<file path="src/rtl/cave_mix_pkg.sv">
package cave_mix_pkg;
    localparam int NREG   = 16;
    localparam int RW     = 8;
    localparam int LW     = 32;
    localparam int ROM_N  = 256;
    localparam int ROM_BITS = ROM_N * RW;

    typedef enum logic [3:0] {
        S_IDLE = 4'd0,
        S_LO_A = 4'd1,
        S_LO_C = 4'd2,
        S_HI_A = 4'd3,
        S_HI_C = 4'd4,
        S_UPD  = 4'd5,
        S_ROT  = 4'd6,
        S_PM_A = 4'd7,
        S_PM_C = 4'd8
    } state_e;

    // Default table: low nibbles of every row form a permutation of 0..15.
    function automatic logic [ROM_BITS-1:0] build_rom();
        logic [ROM_BITS-1:0] img;
        int lo;
        int hi;
        img = '0;
        for (int a = 0; a < ROM_N; a++) begin
            lo = ((a % 16) * 5 + (a / 16) * 3 + 7) % 16;
            hi = ((a * 11) + (a / 16) * 7 + (a % 7) * 5 + 9) % 16;
            img[a*RW +: RW] = RW'(hi * 16 + lo);
        end
        return img;
    endfunction
endpackage

</file>
<file path="src/rtl/cave_mix_rom.sv">
module cave_mix_rom #(
    parameter logic [cave_mix_pkg::ROM_BITS-1:0] IMAGE = cave_mix_pkg::build_rom()
) (
    input  logic       clk,
    input  logic [7:0] addr,
    output logic [7:0] data
);
    always_ff @(posedge clk) begin
        data <= IMAGE[{addr, 3'b000} +: 8];
    end
endmodule

</file>
<file path="src/rtl/cave_mix_lfsr_step.sv">
module cave_mix_lfsr_step #(
    parameter int W = 32
) (
    input  logic [W-1:0] cur,
    output logic [W-1:0] nxt
);
    logic fb;
    always_comb begin
        fb  = cur[22] ^ cur[2] ^ cur[1] ^ cur[0];
        nxt = {fb, cur[W-1:1]};
    end
endmodule

</file>
<file path="src/rtl/cave_mix_engine.sv">
module cave_mix_engine
    import cave_mix_pkg::*;
#(
    parameter int FAIL_LIMIT = 32,
    parameter logic [ROM_BITS-1:0] ROM_IMAGE = build_rom()
) (
    input  logic             clk,
    input  logic             rst_n,
    input  logic             load,
    input  logic [LW-1:0]    ld_lfsr,
    input  logic [NREG*RW-1:0] ld_regs,
    input  logic [RW-1:0]    ld_ptr_lo,
    input  logic [RW-1:0]    ld_ptr_hi,
    input  logic             ld_long,
    input  logic             start,
    output logic             busy,
    output logic             done,
    output logic [LW-1:0]    lfsr_o,
    output logic [NREG*RW-1:0] regs_o,
    output logic [RW-1:0]    ptr_lo_o,
    output logic [RW-1:0]    ptr_hi_o
);
    localparam int FW = (FAIL_LIMIT > 2) ? $clog2(FAIL_LIMIT) : 1;
    localparam int IW = $clog2(NREG);
    localparam logic [FW-1:0] FAIL_LAST = FW'(FAIL_LIMIT - 1);
    localparam logic [IW-1:0] IDX_LAST  = IW'(NREG - 1);

    typedef struct packed {
        state_e                     st;
        logic [LW-1:0]              lfsr;
        logic [RW-1:0]              ptr_lo;
        logic [RW-1:0]              ptr_hi;
        logic [0:NREG-1][RW-1:0]    regs;
        logic [0:NREG-1][RW-1:0]    tmp;
        logic [RW-1:0]              r0_save;
        logic [IW-1:0]              ridx;
        logic [2:0]                 round;
        logic                       long_run;
        logic [FW-1:0]              fail;
        logic [3:0]                 lo_nib;
        logic                       done;
    } eng_t;

    eng_t q, d;

    logic [7:0]    rom_addr;
    logic [7:0]    rom_q;
    logic [LW-1:0] step_out;
    logic [LW-1:0] step_bump;
    logic [RW-1:0] sum_lo;
    logic [RW-1:0] sum_hi;
    logic [RW-1:0] cur_reg;
    logic [IW-1:0] next_idx;
    logic [NREG*RW-1:0] rot_v;
    logic [FW-1:0] fail_cnt;

    cave_mix_rom #(.IMAGE(ROM_IMAGE)) u_rom (
        .clk  (clk),
        .addr (rom_addr),
        .data (rom_q)
    );

    cave_mix_lfsr_step #(.W(LW)) u_step (
        .cur (q.lfsr),
        .nxt (step_out)
    );

    always_comb begin
        cur_reg   = q.regs[q.ridx];
        next_idx  = q.ridx + 1'b1;
        sum_lo    = q.ptr_lo + (q.lfsr[31:24] ^ cur_reg);
        sum_hi    = q.ptr_hi + (q.lfsr[23:16] ^ cur_reg);
        step_bump = {step_out[LW-1:8], step_out[7:0] + 8'd1};
        rot_v     = q.regs;
        rot_v     = {rot_v[0], rot_v[NREG*RW-1:1]};
        case (q.st)
            S_LO_A:  rom_addr = sum_lo;
            S_HI_A:  rom_addr = sum_hi;
            S_PM_A:  rom_addr = {1'b0, q.round, q.ridx};
            default: rom_addr = '0;
        endcase
    end

    always_comb begin
        d      = q;
        d.done = 1'b0;
        case (q.st)
            S_IDLE: begin
                if (start) begin
                    d.st      = S_LO_A;
                    d.ridx    = '0;
                    d.round   = q.long_run ? 3'd7 : 3'd3;
                    d.r0_save = q.regs[0];
                    d.fail    = '0;
                end else if (load) begin
                    d.lfsr     = ld_lfsr;
                    d.regs     = ld_regs;
                    d.ptr_lo   = ld_ptr_lo;
                    d.ptr_hi   = ld_ptr_hi;
                    d.long_run = ld_long;
                end
            end
            S_LO_A: begin
                d.ptr_lo = sum_lo;
                d.st     = S_LO_C;
            end
            S_LO_C: begin
                d.lo_nib = rom_q[3:0];
                if (rom_q[3:0] == cur_reg[3:0]) begin
                    if (q.fail == FAIL_LAST) begin
                        d.lfsr = step_bump;
                        d.fail = '0;
                        d.st   = S_HI_A;
                    end else begin
                        d.lfsr = step_out;
                        d.fail = q.fail + 1'b1;
                        d.st   = S_LO_A;
                    end
                end else begin
                    d.fail = '0;
                    d.st   = S_HI_A;
                end
            end
            S_HI_A: begin
                d.ptr_hi = sum_hi;
                d.st     = S_HI_C;
            end
            S_HI_C: begin
                if ((rom_q[7:4] == cur_reg[7:4]) && (q.fail != FAIL_LAST)) begin
                    d.lfsr = step_out;
                    d.fail = q.fail + 1'b1;
                    d.st   = S_HI_A;
                end else begin
                    if (rom_q[7:4] == cur_reg[7:4]) begin
                        d.lfsr = step_bump;
                    end
                    d.fail = '0;
                    d.regs[q.ridx] = ((q.ridx == IDX_LAST) ? q.r0_save : q.regs[next_idx])
                                     ^ {rom_q[7:4], q.lo_nib};
                    d.st = S_UPD;
                end
            end
            S_UPD: begin
                d.lfsr = step_out;
                if (q.ridx == IDX_LAST) begin
                    d.st = S_ROT;
                end else begin
                    d.ridx = next_idx;
                    d.st   = S_LO_A;
                end
            end
            S_ROT: begin
                d.regs = rot_v;
                d.ridx = '0;
                d.st   = S_PM_A;
            end
            S_PM_A: begin
                d.st = S_PM_C;
            end
            S_PM_C: begin
                d.tmp[rom_q[3:0]] = q.regs[q.ridx];
                if (q.ridx == IDX_LAST) begin
                    d.regs = d.tmp;
                    d.ridx = '0;
                    if (q.round == 3'd0) begin
                        d.st   = S_IDLE;
                        d.done = 1'b1;
                    end else begin
                        d.round   = q.round - 1'b1;
                        d.r0_save = d.tmp[0];
                        d.st      = S_LO_A;
                    end
                end else begin
                    d.ridx = next_idx;
                    d.st   = S_PM_A;
                end
            end
            default: d.st = S_IDLE;
        endcase
    end

    always_ff @(posedge clk or negedge rst_n) begin
        if (!rst_n) q <= '0;
        else        q <= d;
    end

    assign fail_cnt = q.fail;
    assign busy     = (q.st != S_IDLE);
    assign done     = q.done;
    assign lfsr_o   = q.lfsr;
    assign regs_o   = q.regs;
    assign ptr_lo_o = q.ptr_lo;
    assign ptr_hi_o = q.ptr_hi;
endmodule

</file>
<file path="config.mk">
export PLATFORM = sky130hd
export DESIGN_NAME = cave_mix_engine
export DESIGN_NICKNAME = d
export VERILOG_FILES = /design/src/rtl/cave_mix_pkg.sv /design/src/rtl/cave_mix_rom.sv /design/src/rtl/cave_mix_lfsr_step.sv /design/src/rtl/cave_mix_engine.sv
export SDC_FILE = /design/constraint.sdc
export NUM_CORES = 1
export LEC_CHECK = 0
export BUFFER_PORTS_ARGS = -buffer_cell sky130_fd_sc_hd__buf_2
export CELL_PAD_IN_SITES_DETAIL_PLACEMENT = 1
export CELL_PAD_IN_SITES_GLOBAL_PLACEMENT = 2
export CORE_ASPECT_RATIO = 1.5
export CORE_UTILIZATION = 35
export CTS_CLUSTER_DIAMETER = 60
export DETAILED_ROUTE_END_ITERATION = 16
export PLACE_DENSITY = 0.8
export SLEW_MARGIN = 30
export SYNTH_ARGS = -nofsm -noshare
export SYNTH_HDL_FRONTEND = slang
export SYNTH_HIERARCHICAL = 1
export SYNTH_SLANG_ARGS = --single-unit
</file>
<file path="constraint.sdc">
create_clock -name clk -period 7.4 [get_ports clk]
set_input_delay 0.74 -clock clk [delete_from_list [all_inputs] [get_ports clk]]
set_output_delay 0.74 -clock clk [all_outputs]
set_load 0.01 [all_outputs]
</file>
# [Word level (Yosys, flattened, before mapping)]
# Index checks and enable logic that the tools add are counted.
[op_classes] add_sub_neg=6 n_lt_le_gt_ge=5 eq_ne=22 shift=1 muxes=51 bitwise=10 reduce_logical=21
[ops] cell="indexed part select 2048 x 12 -> 8 bit, first input constant" n=1
[ops] cell="case mux 128 bit (4 select lines)" n=1
[ops] cell="two-way mux 176 bit" n=2
[ops] cell="bitwise mux 128 bit" n=2
[ops] cell="two-way mux 128 bit" n=2
[ops] cell="case mux 32 bit (4 select lines)" n=1
[ops] cell="two-way mux 8 bit" n=9
[ops] cell="binary-select mux 8 bit (select 4 bit)" n=2
[ops] cell="demux 8 bit (select 4 bit)" n=2
[ops] cell="two-way mux 32 bit" n=2
[ops] cell="case mux 8 bit (2 select lines)" n=3
[ops] cell="case mux 4 bit (9 select lines)" n=1
[ops] cell="two-way mux 35 bit" n=1
[ops] cell="two-way mux 34 bit" n=1
[ops] cell="case mux 8 bit (3 select lines)" n=1
[ops] cell="XOR 8 bit" n=3
[ops] cell="two-way mux 5 bit" n=4
[ops] cell="adder 8 bit" n=2
[ops] cell="equality test 4 x 3 -> 1 bit, second input constant" n=4
[ops] cell="inequality test 2 bit, second input constant" n=8
[ops] cell="case mux 4 bit (4 select lines)" n=1
[ops] cell="nonzero test 4 bit" n=4
[ops] cell="greater-or-equal comparator 5 bit, second input constant" n=3
[ops] cell="two-way mux 15 bit" n=1
[ops] cell="30 further kinds" n=55
[totals] reg_bits=342 inputBits=181 output_inout_bits=178 elab_cells=160

# [Depth between registers and ports, before layout]
# Gate-level depths: netlist of the first run.
[logic_depth] depth_word=10 mapped_depth=27

# [Modules after synthesis]
# Netlist of the first run, hierarchy kept.
[by_module_without_submodules] module="cave_mix_engine" n_inst=1 cells_each=2538 area_each_um2=22466.5 seq_area_each_um2=8358.0
[by_module_without_submodules] module="cave_mix_rom" n_inst=1 cells_each=246 area_each_um2=1686.6 seq_area_each_um2=160.2
[by_module_without_submodules] module="cave_mix_lfsr_step" n_inst=1 cells_each=35 area_each_um2=266.5 seq_area_each_um2=0.0

# [Worst setup path after synthesis of the first run]
# Ideal clock, no wire load.
[synth_timing] kind="reg2reg" start="register q[15] (netlist name)" end="register u_rom.data[3]" setup_time_ps=129 t_arrival_ps=5857 t_required_ps=7271 path_slack_ps=1414 path_stages_with_launch=25 path_cell_list="dfrtp_1 > buf_2 > buf_6 > buf_6 > mux4_2 > mux2_2 > o21ai_1 > clkbuf_1 > clkbuf_1 > xnor2_1 > ha_1 > inv_1 > fa_1 > nor4_1 > a21oi_1 > o21ai_0 > buf_2 > clkinv_1 > ha_1 > buf_2 > nor2b_1 > mux4_2 > o31a_1 > a21oi_1 > o211ai_1"
[synth_between] elab_chain_len=8 elab_cells_between_ends=10
[synth_rtl] element="start, declared" line="cave_mix_engine.sv:44" rtl="eng_t q, d;"
[synth_rtl] element="start signal, assigned" line="cave_mix_engine.sv:183" rtl="if (!rst_n) q <= '0;"
[synth_rtl] element="start signal, assigned" line="cave_mix_engine.sv:184" rtl="else q <= d;"
[synth_rtl] element="inverter 4 -> 5 bit (not written as such)" line="cave_mix_engine.sv:69" rtl="cur_reg = q.regs[q.ridx];"
[synth_rtl] element="binary-select mux 8 bit (select 4 bit)" line="cave_mix_engine.sv:69"
[synth_rtl] element="two-way mux 8 bit (not written as such) (2 in a row)" line="cave_mix_engine.sv:69"
[synth_rtl] element="XOR 8 bit (on tied branches)" line="cave_mix_engine.sv:72, cave_mix_engine.sv:71"
[synth_rtl] element="adder 8 bit (on tied branches)" line="cave_mix_engine.sv:72, cave_mix_engine.sv:71"
[synth_rtl] element="case mux 8 bit (3 select lines) *" line="cave_mix_engine.sv:76" rtl="case (q.st)"
[synth_rtl] element="net rom_addr[1]" line="cave_mix_engine.sv:46" rtl="logic [7:0] rom_addr;"
[synth_rtl] element="indexed part select 2048 x 12 -> 8 bit *" line="cave_mix_rom.sv:9" rtl="data <= IMAGE[{addr, 3'b000} +: 8];"
[synth_rtl] element="end signal, assigned" line="cave_mix_rom.sv:9"
[synth_rtl] element="end, declared" line="cave_mix_rom.sv:6" rtl="output logic [7:0] data"
# Mark *: on every way through the listed nets, which the timed path passes. The rest lies on a longest branch. The select of a mux whose other input is x is not followed.
# A chain may end at the register's enable or synchronous reset.

# [Worst setup path in the final report of the first run]
[layout_timing] start="register q[14] (netlist name)" end="register u_rom.data[3]"
[layout_between] elab_chain_len=8 elab_cells_between_ends=10
[layout_rtl] element="inverter 4 -> 5 bit (not written as such) *" line="cave_mix_engine.sv:69"
[layout_rtl] element="binary-select mux 8 bit (select 4 bit) *" line="cave_mix_engine.sv:69"
[layout_rtl] element="two-way mux 8 bit (not written as such) * (2 in a row)" line="cave_mix_engine.sv:69"
[layout_rtl] element="XOR 8 bit (on tied branches)" line="cave_mix_engine.sv:72, cave_mix_engine.sv:71"
[layout_rtl] element="adder 8 bit (on tied branches)" line="cave_mix_engine.sv:72, cave_mix_engine.sv:71"
[layout_rtl] element="case mux 8 bit (3 select lines) *" line="cave_mix_engine.sv:76"
[layout_rtl] element="net rom_addr[1]" line="cave_mix_engine.sv:46"
[layout_rtl] element="indexed part select 2048 x 12 -> 8 bit *" line="cave_mix_rom.sv:9"
# Marks and branches as above.

==> results.md, run 1 <==
* Max Clock Skew at 0.0216 ns
* Number of port buffers at 358
* Levels on crit path at 17
* Largest net degree at the start of global routing at 257
* Top-count cell post-synth: nand2_1
* Critical path's top delay family: multiplexers
* Vias in the first global route at 24900
* Root Driver: clkbuf_16
* Die Area at 70900 um2
* RePlAce Congestion at 0.959
* Routing usage on met1 at 36.0%
* CTS HTree Levels at 2
* Post-DP HPWL at 82.7 mm
* Crit Path Max Fanout at 38
* Yosys warns at 6
* Worst-Skew Late Latency at 0.61 ns
* Fill count at 8094
* Period minus WS final at 6.58 ns
* Share of layout cells above drive strength 1 at 21.0%
* Critical path cell sequence: inv_1 > mux2i_1 > mux2_2 > xnor2_1 > inv_1 > fa_1 > nor4_1 > a21oi_1 > o21ai_0 > buf_4 > clkinv_1 > ha_1 > nor2b_1 > mux4_2 > o31a_1 > a21oi_1 > o211ai_1
* HP Class: in -> async
* PwrDens at 602 nW/um2
* Post-Synthesis Cells at 2819
* Relative slew slack at 32.8%
* Grt total ovfl at 0
* Total wire length at 114 mm
* Syn avg cell area at 8.66 um2
* Vias per std cell at 6.35
* Startpoint Class: flip-flop
* Initial antenna violation count at 5
* Final #Nets at 3058
* # DRC at 0
* Post-synth top flop: dfrtp_1
* Drt pass-1 iters at 5
* Reg power frac at 25.3%
* CTS tree: yes
* Worst reg2reg setup slack at 0.82 ns
* Sequential Area at 8520 um2
* Least-Margin Pin Slew at 1.01 ns
* Chip width at 218 um
* Num CTS Buffers at 42
* Final Power at 16.2 mW
* Pleak at 12.0 nW
* Psw at 8.72 mW
* Setup crit end kind: flip-flop
* Final ANT Viol Nets at 0
* Max cap viols at 0
* Switching share of power at 53.8%
* R2r startpoint: q[14]
* Met3 Usage GRT at 5.69%
* Clock-pin slew on the worst setup and hold paths at 0.06 ns
* PostCTS Resize Cnt at 0
* Fmax at 0.152 GHz
* Flop and latch count out of synthesis at 342
* WL/cell at 30.3 um
* Synth-to-Final Area Change at 10.3%
* ANT cells at 0
* Multi-input logic area at 13300 um2
* Netlist cell types at 75
* Mapped Area at 24400 um2
* Iter 0 DRT Violations at 2142
* Synth area leader: dfrtp_1
* Via count at 24000
* CP max-delay cell: dfrtp_2
* Critical path data required time at 7.87 ns
* Initial Util at 35.3%
* Worst flop-to-flop path endpoint: u_rom/data[3]
* Hold Buf Count CTS at 0
* Top Usage Layer GRT: met2
* CP peak stage delay at 1.00 ns
* Async SR Flop Fraction at 97.7%
* Post-CTS setup buffer count at 0
* CP bufs+invs at 4
* Final WS setup at 0.818 ns
* GR Layer Usage met2 at 54.2%
* Io pins at 359
* RSZ-0062 raised after global routing: no
* Pins Over Slew Limit at 0
* FP Rows at 118
* P_int at 7.48 mW
* Total GRT Usage at 31.9%
* CTS sink cnt at 342
* Die extent in y at 326 um
* Final setup viols at 0
* Synthesized net count at 3032
* Top-area cell type share of the netlist area at 34.2%
* Top post-synthesis cells by area: dfrtp_1, o21ai_0, buf_4, mux4_2, nand2_1
* Clock Power Share at 14.3%
* Post-synth top cells: nand2_1, o21ai_0, dfrtp_1
* Core region area at 69100 um2
* Number of hold violations in the final report at 0
* Critical setup path kind: reg -> reg
* Combinational power share at 60.5%
* Outcome: completed
* First-pass GRT wire length at 168 mm
* Sequential cell area fraction in the yosys report at 34.9%
* Clock buffer depth at 3
* Crit path DAT at 7.05 ns
* Peak VDD IR at 283 uV
* Period utilization at 89.0%
* Pre-CTS WS at 0.782 ns
* Setup_tns at 0 ns
* Post-synth EDFFs at 0
* R2R depth at 17
[layout by cell type (no fill, tap or decap), drive strengths merged, types with 8 or more instances in the layout]
cell / instances
a2111oi: 27
a211oi: 30
a21o: 60
a21oi: 151
a221o: 116
a221oi: 21
a31oi: 42
and2: 12
and3: 13
buf: 422
clkbuf: 59
clkinv: 8
dfrtp: 334
dfxtp: 8
ha: 30
inv: 31
mux2: 12
mux2i: 61
mux4: 68
nand2: 390
nand2b: 17
nand3: 40
nor2: 213
nor2b: 17
nor3: 18
nor4: 10
o211ai: 15
o21ai: 383
o221ai: 69
o22ai: 9
o31ai: 33
o32ai: 9
xnor2: 51
xor2: 14
[logic make-up (layout without fill, tap and decap cells)]
kind of cell / Yosys count / in the layout / synth area share, %
adders and majority gates: 32 / 32 / 1.70
AOI/OAI and AO/OA: 1012 / 1012 / 27.6
buffers and inverters: 469 / 528 / 11.0
muxes: 141 / 141 / 9.33
DFF: 342 / 342 / 34.9
xor gates and xnor gates: 65 / 65 / 2.36
and+or+nand+nor: 758 / 758 / 13.1
[through the flow]
stage	hold slack (ns)	cell area, um2	std cells	utilization [%]
final	0.133	26900	3778	39.0
after global routing	0.170	26900	3778	39.0
after CTS	0.147	26900	3776	38.9
after detailed placement	0.471	25300	3699	36.7
after global placement	0.459	25300	3698	36.7
after floorplan	0.444	24400	2819	-
[how the worst max path moves through the flow]
stage                                to  startpoint  slack (ns)
after floorplan           u_rom/data[3]       q[15]        1.41
after global placement    u_rom/data[5]       q[14]         1.0
after detailed placement  u_rom/data[5]       q[14]        0.78
after CTS                 u_rom/data[5]       q[14]        0.59
after global routing      u_rom/data[3]       q[14]        0.53
final                     u_rom/data[3]       q[14]        0.82
[power by group through the flow]
stage	Combinational, mW	Sequential, mW	Clock, mW
2_1_floorplan	7.26	3.14	0
3_3_place_gp	9.38	4.04	0
3_5_place_dp	9.60	4.08	0
4_1_cts	9.67	4.04	2.35
5_1_grt	10.5	4.11	2.42
6_report	9.80	4.09	2.32
[worst reg2reg max path, cell delays in order, from the launching register on]
cell	delay, ns
dfrtp_2	1.00
inv_1	0.65
mux2i_1	0.38
mux2_2	0.73
xnor2_1	0.23
inv_1	0.10
fa_1	0.45
nor4_1	0.40
a21oi_1	0.06
o21ai_0	0.09
buf_4	0.21
clkinv_1	0.30
ha_1	0.54
nor2b_1	0.26
mux4_2	0.48
o31a_1	0.25
a21oi_1	0.20
o211ai_1	0.11
[flip-flops by register name (all words and copies together), names as in the netlist]
name and count:
q 152, ptr_hi_o 8, u_rom/data 8, ptr_lo_o 8, regs_o 128, fail_cnt 5
done 1, lfsr_o 32
[final cells by class]
class                           count  share of cell area, %
Timing Repair Buffer              422                   8.66
Clock inverter                     18                  0.962
Inverter                           29                  0.404
Clock buffer                       59                   4.70
Tap cell                          900                   4.18
Sequential cell                   342                   31.6
Multi-Input combinational cell   2008                   49.4
[layer usage]
layer	share of wire, %	vias to the layer above
met5	0.048	-
met4	7.9	8
met3	6.8	371
met2	49	1157
met1	36	12200
li1	-	10300
Note: power is estimated with default switching activity, not from simulation.
==> run 2, diff against run 1 <==
SKIP_CTS_REPAIR_TIMING = 1   (was not set)
clock period = 6.2 ns   (was 7.4 ns; I/O delays follow)
==> results.md, run 2 (synthesis gave the netlist of run 1 again) <==
* Via count at 24300 (+1.2%)
* Finished Cell Area at 27100 um2 (+0.63%)
* RSZ-0062 raised after global routing: no
* Critical path cell sequence: mux4_2 > mux2_2 > o21ai_2 > buf_4 > xnor2_1 > ha_1 > inv_1 > fa_1 > nor2b_1 > o21a_1 > o21ai_0 > nand2b_1 > a21oi_1 > xnor2_1 > nand2_1 > nand3_1 > nor2_1 > o22ai_1 > a311oi_1 > o21ai_0 > nand2_1 > o21ai_0
* Period minus WS final at 5.57 ns (-1.01 ns)
* Worst flop-to-flop path endpoint: u_rom/data[7]
* Crit Path Max Fanout at 17 (-55%)
* Synth-to-Final Area Change at 11.0%
* CTS sink cnt at 342 (unchanged)
* CP peak stage delay at 0.83 ns (-0.17 ns)
* Die Area at 70900 um2 (unchanged)
* Largest net degree at the start of global routing at 153 (-40%)
* Setup crit start: q[17]
* CP max-delay cell: dfrtp_1
* Max cap viols at 0 (unchanged)
* Num CTS Buffers at 42 (unchanged)
* Peak VDD IR at 569 uV (+100%)
* Least-Margin Pin Slew at 1.01 ns (+0.00199 ns)
* Violated checks: negative hold slack
* Clock buffer depth at 3 (unchanged)
* Clock-pin slew on the worst setup and hold paths at 0.06 ns (about the same)
* Iter 0 DRT Violations at 2238 (+4.5%)
* Number of port buffers at 358 (unchanged)
* Die extent in y at 326 um (unchanged)
* Final setup viols at 0 (unchanged)
* RePlAce Congestion at 1.01 (+5.6%)
* Period utilization at 89.8% (+0.87 points)
* Most common cell after layout, fill and taps aside: nand2_1
* PwrDens at 728 nW/um2 (+21%)
* Setup crit end: u_rom/data[7]
* # DRC at 0 (unchanged)
* Post-DP HPWL at 84.8 mm (+2.6%)
* Final ANT Viol Nets at 0 (unchanged)
* Final #Nets at 3084 (+0.85%)
* Max reg flops at 152 (unchanged)
* CTS tree: yes
* R2R depth at 22 (+5)
* Root Driver: clkbuf_16
* Outcome: complete, but fails checks
* Critical setup path kind: reg -> reg
* Pleak at 12.1 nW (+0.81%)
* Vias per std cell at 6.39 (+0.52%)
* R2r startpoint: q[17]
* FP Rows at 118 (unchanged)
* Max Clock Skew at 0.0327 ns (+0.0111 ns)
* Total wire length at 118 mm (+3.1%)
* Post-DP Area at 25600 um2 (+1.1%)
* Initial antenna violation count at 2 (-3)
* Critical path data required time at 6.65 ns (-1.22 ns)
* Crit path DAT at 6.02 ns (-1.03 ns)
* Pins Over Slew Limit at 0 (unchanged)
* Io pins at 359 (unchanged)
* Share of layout cells above drive strength 1 at 21.4% (+0.47 points)
* Core region area at 69100 um2 (unchanged)
* Most frequent CP cell: o21ai_0
* Worst reg2reg setup slack at 0.63 ns (-0.19 ns)
* Number of hold violations in the final report at 3 (+3)
* Commonest non-fill, non-tap cells in the layout: nand2_1, o21ai_0, buf_2
* Vias in the first global route at 25100 (+0.97%)
* Drt pass-1 iters at 5 (unchanged)
* HP Class: in -> async
* Setup crit end kind: flip-flop
* Fill count at 8206 (+1.4%)
* WL/cell at 31.0 um (+2.4%)
* Fin Hold WS at -0.0396 ns (-0.172 ns)
* Fmax at 0.180 GHz (+18%)
* Initial Util at 35.3% (unchanged)
* Setup_tns at 0 ns (unchanged)
* First-pass GRT wire length at 172 mm (+1.9%)
* Top reg by flops: q
* Grt total ovfl at 0 (unchanged)
* Startpoint Class: flip-flop
* Total GRT Usage at 32.8% (+0.92 points)
* Worst-Skew Late Latency at 0.62 ns (about the same)
* CTS HTree Levels at 2 (unchanged)
* Final Power at 19.7 mW (+22%)
* Relative slew slack at 32.7% (-0.13 points)
* Chip width at 218 um (unchanged)
[run 2: cell type report]
class / count / area, um2 / area share (%)
Sequential cell: 342 / 8520 / 31.4
Clock buffer: 56 / 1160 / 4.30
Tap cell: 900 / 1130 / 4.16
Timing Repair Buffer: 448 / 2580 / 9.52
Inverter: 29 / 109 / 0.402
Multi-Input combinational cell: 2008 / 13300 / 49.1
Antenna cell: 2 / 5.00 / 0.0185
Clock inverter: 20 / 292 / 1.08
[run 2: how the worst min path moves through the flow]
stage / depth (start not counted) / end / start
5_1_grt: 1 / lfsr_o[10] / rst_n
6_report: 1 / lfsr_o[10] / rst_n
2_1_floorplan: 0 / done / rst_n
3_3_place_gp: 1 / q[138] / q[138]
4_1_cts: 1 / lfsr_o[10] / rst_n
3_5_place_dp: 1 / q[35] / q[35]
[run 2: metrics by stage]
step,setup WS (ns),utilization (%),std cells
after detailed placement,0.663,37.1,3727
after CTS,0.638,39.2,3803
after global placement,0.880,37.1,3726
final,0.631,39.2,3805
after global routing,0.218,39.2,3804
after floorplan,0.214,-,2819
[run 2: power breakdown]
part / leakage, nW / internal [mW] / switching [mW]
clock: 0.711 / 1.59 / 1.11
sequential: 4.36 / 3.05 / 1.77
combinational: 7.03 / 4.44 / 7.76
total: 12.1 / 9.08 / 10.6
[run 2: routing by layer]
metal / wire length [um] / vias up / global-route usage (%) / part of all wire (%)
li1: - / 10300 / - / -
met1: 42200 / 12400 / 36.5 / 36
met2: 57900 / 1152 / 55.8 / 49
met3: 7980 / 392 / 5.73 / 6.8
met4: 9850 / 2 / 24.1 / 8.4
met5: 13 / - / 0 / 0.011
[run 2: critical path: cells and delay by family (launching register included)]
kind | cells | cell delay (ns)
flip-flops | 1 | 0.83
AND/OR/NAND/NOR | 6 | 1.39
XOR/XNOR | 2 | 0.29
multiplexers | 2 | 0.73
buffers and inverters | 2 | 0.26
AO/OA/AOI/OAI | 8 | 1.24
adder cells (fa/ha/maj) | 2 | 0.66
